===== config.mk =====
export PLATFORM = sky130hd
export DESIGN_NAME = stage_watchdog
export DESIGN_NICKNAME = d
export VERILOG_FILES = /design/src/rtl/wdg_pkg.sv /design/src/rtl/wdg_regs.sv /design/src/rtl/wdg_sequencer.sv /design/src/rtl/wdg_pulse.sv /design/src/rtl/stage_watchdog.sv
export SDC_FILE = /design/constraint.sdc
export NUM_CORES = 1
export LEC_CHECK = 0
export BUFFER_PORTS_ARGS = -buffer_cell sky130_fd_sc_hd__buf_2
export CAP_MARGIN = 20
export CELL_PAD_IN_SITES_DETAIL_PLACEMENT = 0
export CELL_PAD_IN_SITES_GLOBAL_PLACEMENT = 1
export CORE_MARGIN = 1.5
export CORE_UTILIZATION = 54
export CTS_CLUSTER_DIAMETER = 80
export DETAILED_ROUTE_END_ITERATION = 7
export PLACE_DENSITY_LB_ADDON = 0.25
export SLEW_MARGIN = 0
export SYNTH_ARGS = -nofsm -noshare
export SYNTH_HDL_FRONTEND = slang
export SYNTH_SLANG_ARGS = --single-unit
export TNS_END_PERCENT = 50

===== constraint.sdc =====
create_clock -name clk -period 6.4 [get_ports clk]
set_input_delay 1.28 -clock clk [delete_from_list [all_inputs] [get_ports clk]]
set_output_delay 1.28 -clock clk [all_outputs]
set_load 0.01 [all_outputs]

===== src/rtl/wdg_pkg.sv =====
`timescale 1ns/1ps
package wdg_pkg;

  localparam int REG_W   = 32;
  localparam int ADDR_W  = 4;
  localparam int NSTAGE  = 4;
  localparam int STAGE_W = $clog2(NSTAGE);
  localparam int CODE_W  = 3;

  localparam logic [REG_W-1:0] UNLOCK_KEY = 32'h50D8_3AA1;

  localparam logic [ADDR_W-1:0] A_CTRL   = 4'd0;
  localparam logic [ADDR_W-1:0] A_PRESC  = 4'd1;
  localparam logic [ADDR_W-1:0] A_TMO0   = 4'd2;
  localparam logic [ADDR_W-1:0] A_FEED   = 4'd6;
  localparam logic [ADDR_W-1:0] A_KEY    = 4'd7;
  localparam logic [ADDR_W-1:0] A_IRQEN  = 4'd8;
  localparam logic [ADDR_W-1:0] A_IRQRAW = 4'd9;
  localparam logic [ADDR_W-1:0] A_IRQST  = 4'd10;

  typedef enum logic [1:0] {
    ACT_NONE = 2'd0,
    ACT_IRQ  = 2'd1,
    ACT_CPU  = 2'd2,
    ACT_SYS  = 2'd3
  } act_e;

  typedef struct packed {
    logic [CODE_W-1:0]         sys_len;
    logic [CODE_W-1:0]         cpu_len;
    logic [NSTAGE-1:0][1:0]    act;
    logic                      cpu_rst_en;
    logic                      enable;
  } ctrl_t;

  localparam int CTRL_W = $bits(ctrl_t);
  localparam ctrl_t CTRL_RST = ctrl_t'(16'h2400);

endpackage


===== src/rtl/wdg_regs.sv =====
`timescale 1ns/1ps
module wdg_regs
  import wdg_pkg::*;
#(
  parameter int PRESC_W = 16,
  parameter int TMO_W   = 32,
  parameter logic [NSTAGE-1:0][TMO_W-1:0] TMO_DEF = {32'd1048575, 32'd1048575,
                                                      32'd134217727, 32'd26000000}
) (
  input  logic                          clk,
  input  logic                          rst_n,
  input  logic                          wr,
  input  logic [ADDR_W-1:0]             addr,
  input  logic [REG_W-1:0]              wdata,
  output logic [REG_W-1:0]              rdata,
  input  logic                          irq_set,
  output ctrl_t                         ctrl_o,
  output logic [PRESC_W-1:0]            presc_o,
  output logic [NSTAGE-1:0][TMO_W-1:0]  tmo_o,
  output logic                          feed_o,
  output logic                          irq_o
);

  ctrl_t                         ctrl_q, ctrl_d;
  logic [PRESC_W-1:0]            presc_q, presc_d;
  logic [NSTAGE-1:0][TMO_W-1:0]  tmo_q;
  logic [REG_W-1:0]              key_q, key_d;
  logic                          irqen_q, irqen_d;
  logic                          raw_q, raw_d;
  logic                          locked, cfg_wr;
  logic                          ctrl_we, presc_we, key_we, irqen_we, raw_clr;

  assign locked   = (key_q != UNLOCK_KEY);
  assign cfg_wr   = wr && !locked;
  assign ctrl_we  = cfg_wr && (addr == A_CTRL);
  assign presc_we = cfg_wr && (addr == A_PRESC);
  assign key_we   = wr && (addr == A_KEY);
  assign irqen_we = wr && (addr == A_IRQEN);
  assign raw_clr  = wr && (addr == A_IRQRAW) && wdata[0];
  assign feed_o   = cfg_wr && (addr == A_FEED);

  always_comb begin
    ctrl_d  = ctrl_we  ? ctrl_t'(wdata[CTRL_W-1:0]) : ctrl_q;
    presc_d = presc_we ? wdata[PRESC_W-1:0]         : presc_q;
    key_d   = key_we   ? wdata                      : key_q;
    irqen_d = irqen_we ? wdata[0]                   : irqen_q;
    raw_d   = irq_set | (raw_q & ~raw_clr);
  end

  always_ff @(posedge clk or negedge rst_n) begin
    if (!rst_n) begin
      ctrl_q  <= CTRL_RST;
      presc_q <= PRESC_W'(1);
      key_q   <= UNLOCK_KEY;
      irqen_q <= 1'b0;
      raw_q   <= 1'b0;
    end else begin
      ctrl_q  <= ctrl_d;
      presc_q <= presc_d;
      key_q   <= key_d;
      irqen_q <= irqen_d;
      raw_q   <= raw_d;
    end
  end

  for (genvar s = 0; s < NSTAGE; s++) begin : g_tmo
    logic             we;
    logic [TMO_W-1:0] nxt;
    assign we  = cfg_wr && (addr == A_TMO0 + ADDR_W'(s));
    assign nxt = we ? wdata[TMO_W-1:0] : tmo_q[s];
    always_ff @(posedge clk or negedge rst_n) begin
      if (!rst_n) tmo_q[s] <= TMO_DEF[s];
      else        tmo_q[s] <= nxt;
    end
  end

  always_comb begin
    rdata = '0;
    case (addr)
      A_CTRL:   rdata[CTRL_W-1:0]  = ctrl_q;
      A_PRESC:  rdata[PRESC_W-1:0] = presc_q;
      A_KEY:    rdata              = key_q;
      A_IRQEN:  rdata[0]           = irqen_q;
      A_IRQRAW: rdata[0]           = raw_q;
      A_IRQST:  rdata[0]           = raw_q & irqen_q;
      default:  rdata              = '0;
    endcase
    for (int s = 0; s < NSTAGE; s++) begin
      if (addr == A_TMO0 + ADDR_W'(s)) rdata[TMO_W-1:0] = tmo_q[s];
    end
  end

  assign ctrl_o  = ctrl_q;
  assign presc_o = presc_q;
  assign tmo_o   = tmo_q;
  assign irq_o   = raw_q & irqen_q;

  // a locked port leaves control and prescale untouched
  a_r10_locked_ctrl: assert property (@(posedge clk) disable iff (!rst_n)
    (wr && locked && addr == A_CTRL) |=> $stable(ctrl_q));
  a_r10_locked_presc: assert property (@(posedge clk) disable iff (!rst_n)
    (wr && locked && addr == A_PRESC) |=> $stable(presc_q));
  // key writes always land
  a_r10_key_write: assert property (@(posedge clk) disable iff (!rst_n)
    (wr && addr == A_KEY) |=> (key_q == $past(wdata)));
  // clear without a new set empties the raw bit
  a_r6_raw_clear: assert property (@(posedge clk) disable iff (!rst_n)
    (raw_clr && !irq_set) |=> !raw_q);
  // a set always wins
  a_r6_raw_set: assert property (@(posedge clk) disable iff (!rst_n)
    irq_set |=> raw_q);

endmodule


===== src/rtl/wdg_sequencer.sv =====
`timescale 1ns/1ps
module wdg_sequencer
  import wdg_pkg::*;
#(
  parameter int PRESC_W = 16,
  parameter int TMO_W   = 32
) (
  input  logic                          clk,
  input  logic                          rst_n,
  input  logic                          enable,
  input  logic                          cpu_rst_en,
  input  logic                          feed,
  input  logic [PRESC_W-1:0]            presc,
  input  logic [NSTAGE-1:0][TMO_W-1:0]  tmo,
  input  logic [NSTAGE-1:0][1:0]        act,
  output logic                          irq_set,
  output logic                          cpu_start,
  output logic                          sys_start
);

  logic [PRESC_W-1:0] pcnt_q, pcnt_d, presc_eff;
  logic [TMO_W-1:0]   tcnt_q, tcnt_d, tmo_cur;
  logic [STAGE_W-1:0] stage_q, stage_d, stage_inc;
  logic               tick, expire, fire;
  act_e               act_cur;

  assign presc_eff = (presc == '0) ? PRESC_W'(1) : presc;
  assign tmo_cur   = tmo[stage_q];
  assign act_cur   = act_e'(act[stage_q]);
  assign tick      = enable && (pcnt_q == presc_eff - PRESC_W'(1));
  assign expire    = tick && (({1'b0, tcnt_q} + (TMO_W+1)'(1)) >= {1'b0, tmo_cur});
  assign fire      = expire && !feed;
  assign stage_inc = (stage_q == STAGE_W'(NSTAGE-1)) ? '0 : stage_q + STAGE_W'(1);

  always_comb begin
    pcnt_d  = pcnt_q;
    tcnt_d  = tcnt_q;
    stage_d = stage_q;
    if (!enable || feed) begin
      pcnt_d  = '0;
      tcnt_d  = '0;
      stage_d = '0;
    end else if (tick) begin
      pcnt_d = '0;
      if (expire) begin
        tcnt_d  = '0;
        stage_d = stage_inc;
      end else begin
        tcnt_d = tcnt_q + TMO_W'(1);
      end
    end else begin
      pcnt_d = pcnt_q + PRESC_W'(1);
    end
  end

  always_ff @(posedge clk or negedge rst_n) begin
    if (!rst_n) begin
      pcnt_q  <= '0;
      tcnt_q  <= '0;
      stage_q <= '0;
    end else begin
      pcnt_q  <= pcnt_d;
      tcnt_q  <= tcnt_d;
      stage_q <= stage_d;
    end
  end

  assign irq_set   = fire && (act_cur == ACT_IRQ);
  assign cpu_start = fire && (act_cur == ACT_CPU) && cpu_rst_en;
  assign sys_start = fire && (act_cur == ACT_SYS);

  // a restart leaves stage 0 with a cleared count
  a_r5_restart: assert property (@(posedge clk) disable iff (!rst_n)
    feed |=> (stage_q == '0 && tcnt_q == '0));
  // an expiry advances one stage, wrapping after the last
  a_r4_advance: assert property (@(posedge clk) disable iff (!rst_n)
    (expire && !feed) |=> (stage_q == (($past(stage_q) == STAGE_W'(NSTAGE-1)) ?
                                       STAGE_W'(0) : $past(stage_q) + STAGE_W'(1))));
  // disabled sequence sits at stage 0
  a_r3_idle: assert property (@(posedge clk) disable iff (!rst_n)
    !enable |=> (stage_q == '0 && tcnt_q == '0));
  // the count never passes its limit while running
  a_r3_bound: assert property (@(posedge clk) disable iff (!rst_n)
    (enable && !feed && tick && !expire) |=> (tcnt_q != '0));

endmodule


===== src/rtl/wdg_pulse.sv =====
`timescale 1ns/1ps
module wdg_pulse
  import wdg_pkg::*;
#(
  parameter int BASE_CYC = 8
) (
  input  logic              clk,
  input  logic              rst_n,
  input  logic              start,
  input  logic [CODE_W-1:0] code,
  output logic              pulse_o
);

  localparam int LEN_W = $clog2(BASE_CYC * 32 + 1);

  function automatic logic [LEN_W-1:0] width_of(input logic [CODE_W-1:0] c);
    if (c < CODE_W'(5)) return LEN_W'(BASE_CYC * (int'(c) + 1));
    else                return LEN_W'((BASE_CYC * 8) << (int'(c) - 5));
  endfunction

  logic [LEN_W-1:0] cnt_q, cnt_d;
  logic             busy;

  assign busy = (cnt_q != '0);

  always_comb begin
    if (start)     cnt_d = width_of(code);
    else if (busy) cnt_d = cnt_q - LEN_W'(1);
    else           cnt_d = cnt_q;
  end

  always_ff @(posedge clk or negedge rst_n) begin
    if (!rst_n) cnt_q <= '0;
    else        cnt_q <= cnt_d;
  end

  assign pulse_o = busy;

  // a start drives the pulse high at the next edge
  a_r9_start_high: assert property (@(posedge clk) disable iff (!rst_n)
    start |=> pulse_o);
  // an idle output stays idle without a start
  a_r9_no_self_start: assert property (@(posedge clk) disable iff (!rst_n)
    (!start && !pulse_o) |=> !pulse_o);

endmodule


===== src/rtl/stage_watchdog.sv =====
`timescale 1ns/1ps
module stage_watchdog
  import wdg_pkg::*;
#(
  parameter int PRESC_W    = 16,
  parameter int TMO_W      = 32,
  parameter int PULSE_BASE = 8,
  parameter logic [NSTAGE-1:0][TMO_W-1:0] TMO_DEF = {32'd1048575, 32'd1048575,
                                                      32'd134217727, 32'd26000000}
) (
  input  logic              clk,
  input  logic              rst_n,
  input  logic              reg_wr,
  input  logic [ADDR_W-1:0] reg_addr,
  input  logic [REG_W-1:0]  reg_wdata,
  output logic [REG_W-1:0]  reg_rdata,
  output logic              irq_o,
  output logic              cpu_rst_o,
  output logic              sys_rst_o
);

  ctrl_t                        ctrl;
  logic [PRESC_W-1:0]           presc;
  logic [NSTAGE-1:0][TMO_W-1:0] tmo;
  logic                         feed, irq_set, cpu_start, sys_start;
  logic [1:0]                   starts, pulses;
  logic [1:0][CODE_W-1:0]       codes;

  wdg_regs #(.PRESC_W(PRESC_W), .TMO_W(TMO_W), .TMO_DEF(TMO_DEF)) u_regs (
    .clk     (clk),
    .rst_n   (rst_n),
    .wr      (reg_wr),
    .addr    (reg_addr),
    .wdata   (reg_wdata),
    .rdata   (reg_rdata),
    .irq_set (irq_set),
    .ctrl_o  (ctrl),
    .presc_o (presc),
    .tmo_o   (tmo),
    .feed_o  (feed),
    .irq_o   (irq_o)
  );

  wdg_sequencer #(.PRESC_W(PRESC_W), .TMO_W(TMO_W)) u_seq (
    .clk        (clk),
    .rst_n      (rst_n),
    .enable     (ctrl.enable),
    .cpu_rst_en (ctrl.cpu_rst_en),
    .feed       (feed),
    .presc      (presc),
    .tmo        (tmo),
    .act        (ctrl.act),
    .irq_set    (irq_set),
    .cpu_start  (cpu_start),
    .sys_start  (sys_start)
  );

  assign starts = {sys_start, cpu_start};
  assign codes  = {ctrl.sys_len, ctrl.cpu_len};

  for (genvar g = 0; g < 2; g++) begin : g_pulse
    wdg_pulse #(.BASE_CYC(PULSE_BASE)) u_pulse (
      .clk     (clk),
      .rst_n   (rst_n),
      .start   (starts[g]),
      .code    (codes[g]),
      .pulse_o (pulses[g])
    );
  end

  assign cpu_rst_o = pulses[0];
  assign sys_rst_o = pulses[1];

endmodule


==> metrics <==
CTS tree=yes; TritonCTS Buffers=29; GPL Wtd Cong=0.854; crit path time final=4950 ps; dominant combinational cell family by area after synthesis=multiplexers; dominant cell by count in the synthesized netlist=mux2_2; initial core utilization=54.8%; Tcrit/Tclk final=77.3%; Worst Hold Class=register to register; Overflow after GRT=0; Setup Crit Path Kind=register to register; wire per inst=22.6 um; Hold Vio Cnt, Final=0; number of global-route vias before repair=10892; wire length of the first global-routing pass=62500 um; Post-layout nets=1440; setup bufs post-CTS=0; Yosys cell types=66; Synth Area in Compound Gates=9.04%; Rows=60; largest net degree at the start of global routing=84; RSZ-0062 raised after global routing=false; simple-gate share of the synthesized area=13.0%; Synth Area in XOR/XNOR=4.61%; Post-Route WL=38900 um; # hold bufs at CTS=0; Ys Warns=0; commonest register cell after synthesis=dfrtp_1; worst skew pair latency=570 ps; drt pass-1 iters=5; Area growth syn-to-layout=12.1%; post-synth top area share=28.7%; # DRC=0; Post-CTS Resized=0; clock sink total=262; vias per inst=6.31; HPWL Detailed=26100 um; clk_skew=12.5 ps; Max Slew Vio Count=0; Die Footprint=28300 um2; reg2reg start=u_seq.tcnt_q[0]; io pins=74; Max Clk Rate=0.202 GHz; CTS root buf=clkbuf_16; Vias=10873; Iter 0 DRT Violations=946; worst flop-to-flop path endpoint=u_seq.tcnt_q[24]; clock-pin slew on the worst setup and hold paths=60 ps; H-tree levels=1; sequential share of the synthesized area=45.3%; crit path from=u_seq.tcnt_q[0]; crit path DAT=5440 ps; VDD IR-drop max=0.280 mV; Pleak=7.43 nW; Seq cells post-synth=262; synth top area cells=dfrtp_1 29%, dfstp_2 17%, mux2_2 15%, mux4_2 5.2%, ha_1 3.7%; post-synthesis adder-cell area fraction=3.74%; GRT Util Overall=28.3%; worst-margin pin slew=991 ps; number of flops mapped to enable cells by yosys=0; hold slack=529 ps; CP Capture Type=register; Die Span Y=168 um; Post-DRT Antenna Nets=0; R2R cell count=16; Synth Instances=1294; Critical Path RT=6900 ps; CP endpoint=u_seq.tcnt_q[24]; PD cells=225 nW/um2; synth cell count leaders=196 x mux2_2, 169 x dfrtp_1, 114 x nand2_1, 93 x dfstp_2, 71 x nor2_1; synthesized area=14700 um2; setup TNS=0 ps; mux contribution to synthesized area=21.0%; clk buf depth=3; Async SR Flop Fraction=100%; outcome=complete, no violations; number of max-cap violations=0; leading area contributor after synthesis=dfrtp_1; Core Region=26900 um2; number of port buffers=73; Net Count, Synth=1377; Mapped Avg Cell Area=11.4 um2; initial antenna violation count=2; Worst setup SP type=register; flop2flop setup slack=1450 ps; Slew Limit Headroom=33.6%; share of layout cells above drive strength 1=36.1%; final setup fails=0; largest fanout on the critical path=13; die width=168 um
[critical path, stage by stage (launching register included)]
cell and delay [ps]:
dfrtp_1 470, ha_1 310, nand2_1 120, nor4_2 400, nand2b_1 240, nor2_1 350
nand3_1 150, xnor2_1 220, ha_1 290, nand2_1 70, nor2_1 30, a211oi_1 300
o211ai_1 140, o311ai_0 420, nor3b_2 740, and2_1 450, a22o_1 180
[cells by family after synthesis]
| family | after synthesis |
|---|---|
| compound gates | 181 |
| xor+xnor | 76 |
| simple gates | 370 |
| buf+inv | 120 |
| mux | 241 |
| flops | 262 |
| fa+ha+maj | 44 |
[layout make-up]
class                      instances  area, um2
inverter                          52        195
antenna                            2       5.00
multi-input combinational        912       7600
clock buffer                      38        811
sequential                       262       6670
fill                            2217      10400
clock inverter                    16        209
tap                              341        427
timing repair buffer             100        578
[report_power, final]
part           switching (mW)  internal (mW)  total [mW]
combinational           0.104         0.0676       0.171
sequential             0.0455           1.72        1.77
clock                   0.712           1.06        1.77
[state kept, by name (all words and copies together), names as in the netlist]
name                   flops
g_pulse.u_pulse.cnt_q     18
u_regs.presc_o            16
u_regs.raw_q               1
u_seq.stage_q              2
u_seq.tcnt_q              32
u_seq.pcnt_q              16
u_regs.ctrl_o             16
u_regs.tmo_o             128
u_regs.irqen_q             1
u_regs.key_q              32
[worst min-delay path by stage]
stage,cells after the start,to,start
floorplan,2,u_regs.raw_q,u_regs.raw_q
global placement,2,u_regs.raw_q,u_regs.raw_q
detailed placement,1,u_regs.tmo_o[117],u_regs.tmo_o[117]
CTS,1,u_regs.tmo_o[89],u_regs.tmo_o[89]
global route,1,u_regs.tmo_o[62],u_regs.tmo_o[62]
finish,1,u_regs.tmo_o[122],u_regs.tmo_o[122]
[placed cells by master, fill, tap and decap left out, types with 12 or more instances in the layout]
cell type  Yosys  layout
a22oi_1       40      40
xnor2_1       45      45
mux2_2       196     196
buf_2          8      72
dfrtp_1      169     168
ha_1          44      44
buf_4          1      27
a22o_1        18      18
nand2_1      114     114
nor3_1        20      16
nand2b_1      12      12
dfstp_2       93      93
a21oi_1       28      28
o21ai_0       18      18
nor2_1        71      69
a31oi_1       17      17
nand3_1       46      46
mux4_2        34      34
nand4_1       21      21
clkbuf_16      0      30
xor2_1        30      30
a222oi_1      21      21
inv_1         52      52
[metal layers]
| layer | wire (um) | GRT usage (%) |
|---|---|---|
| met2 | 18100 | 44.6 |
| met5 | 0 | 0 |
| met1 | 17500 | 41.8 |
| met3 | 2460 | 3.55 |
| met4 | 872 | 6.91 |
[stage by stage]
stage	util (%)	setup WS, ps	power (mW)	instance area, um2	instances
floorplan	-	2120	1.86	14700	1294
global placement	57.6	1680	1.96	15500	1667
detailed placement	57.6	1500	1.96	15500	1667
CTS	61.4	1490	3.74	16500	1721
global route	61.4	928	3.83	16500	1721
finish	61.4	1450	3.71	16500	1723
Power figures use the tool's default switching activity.
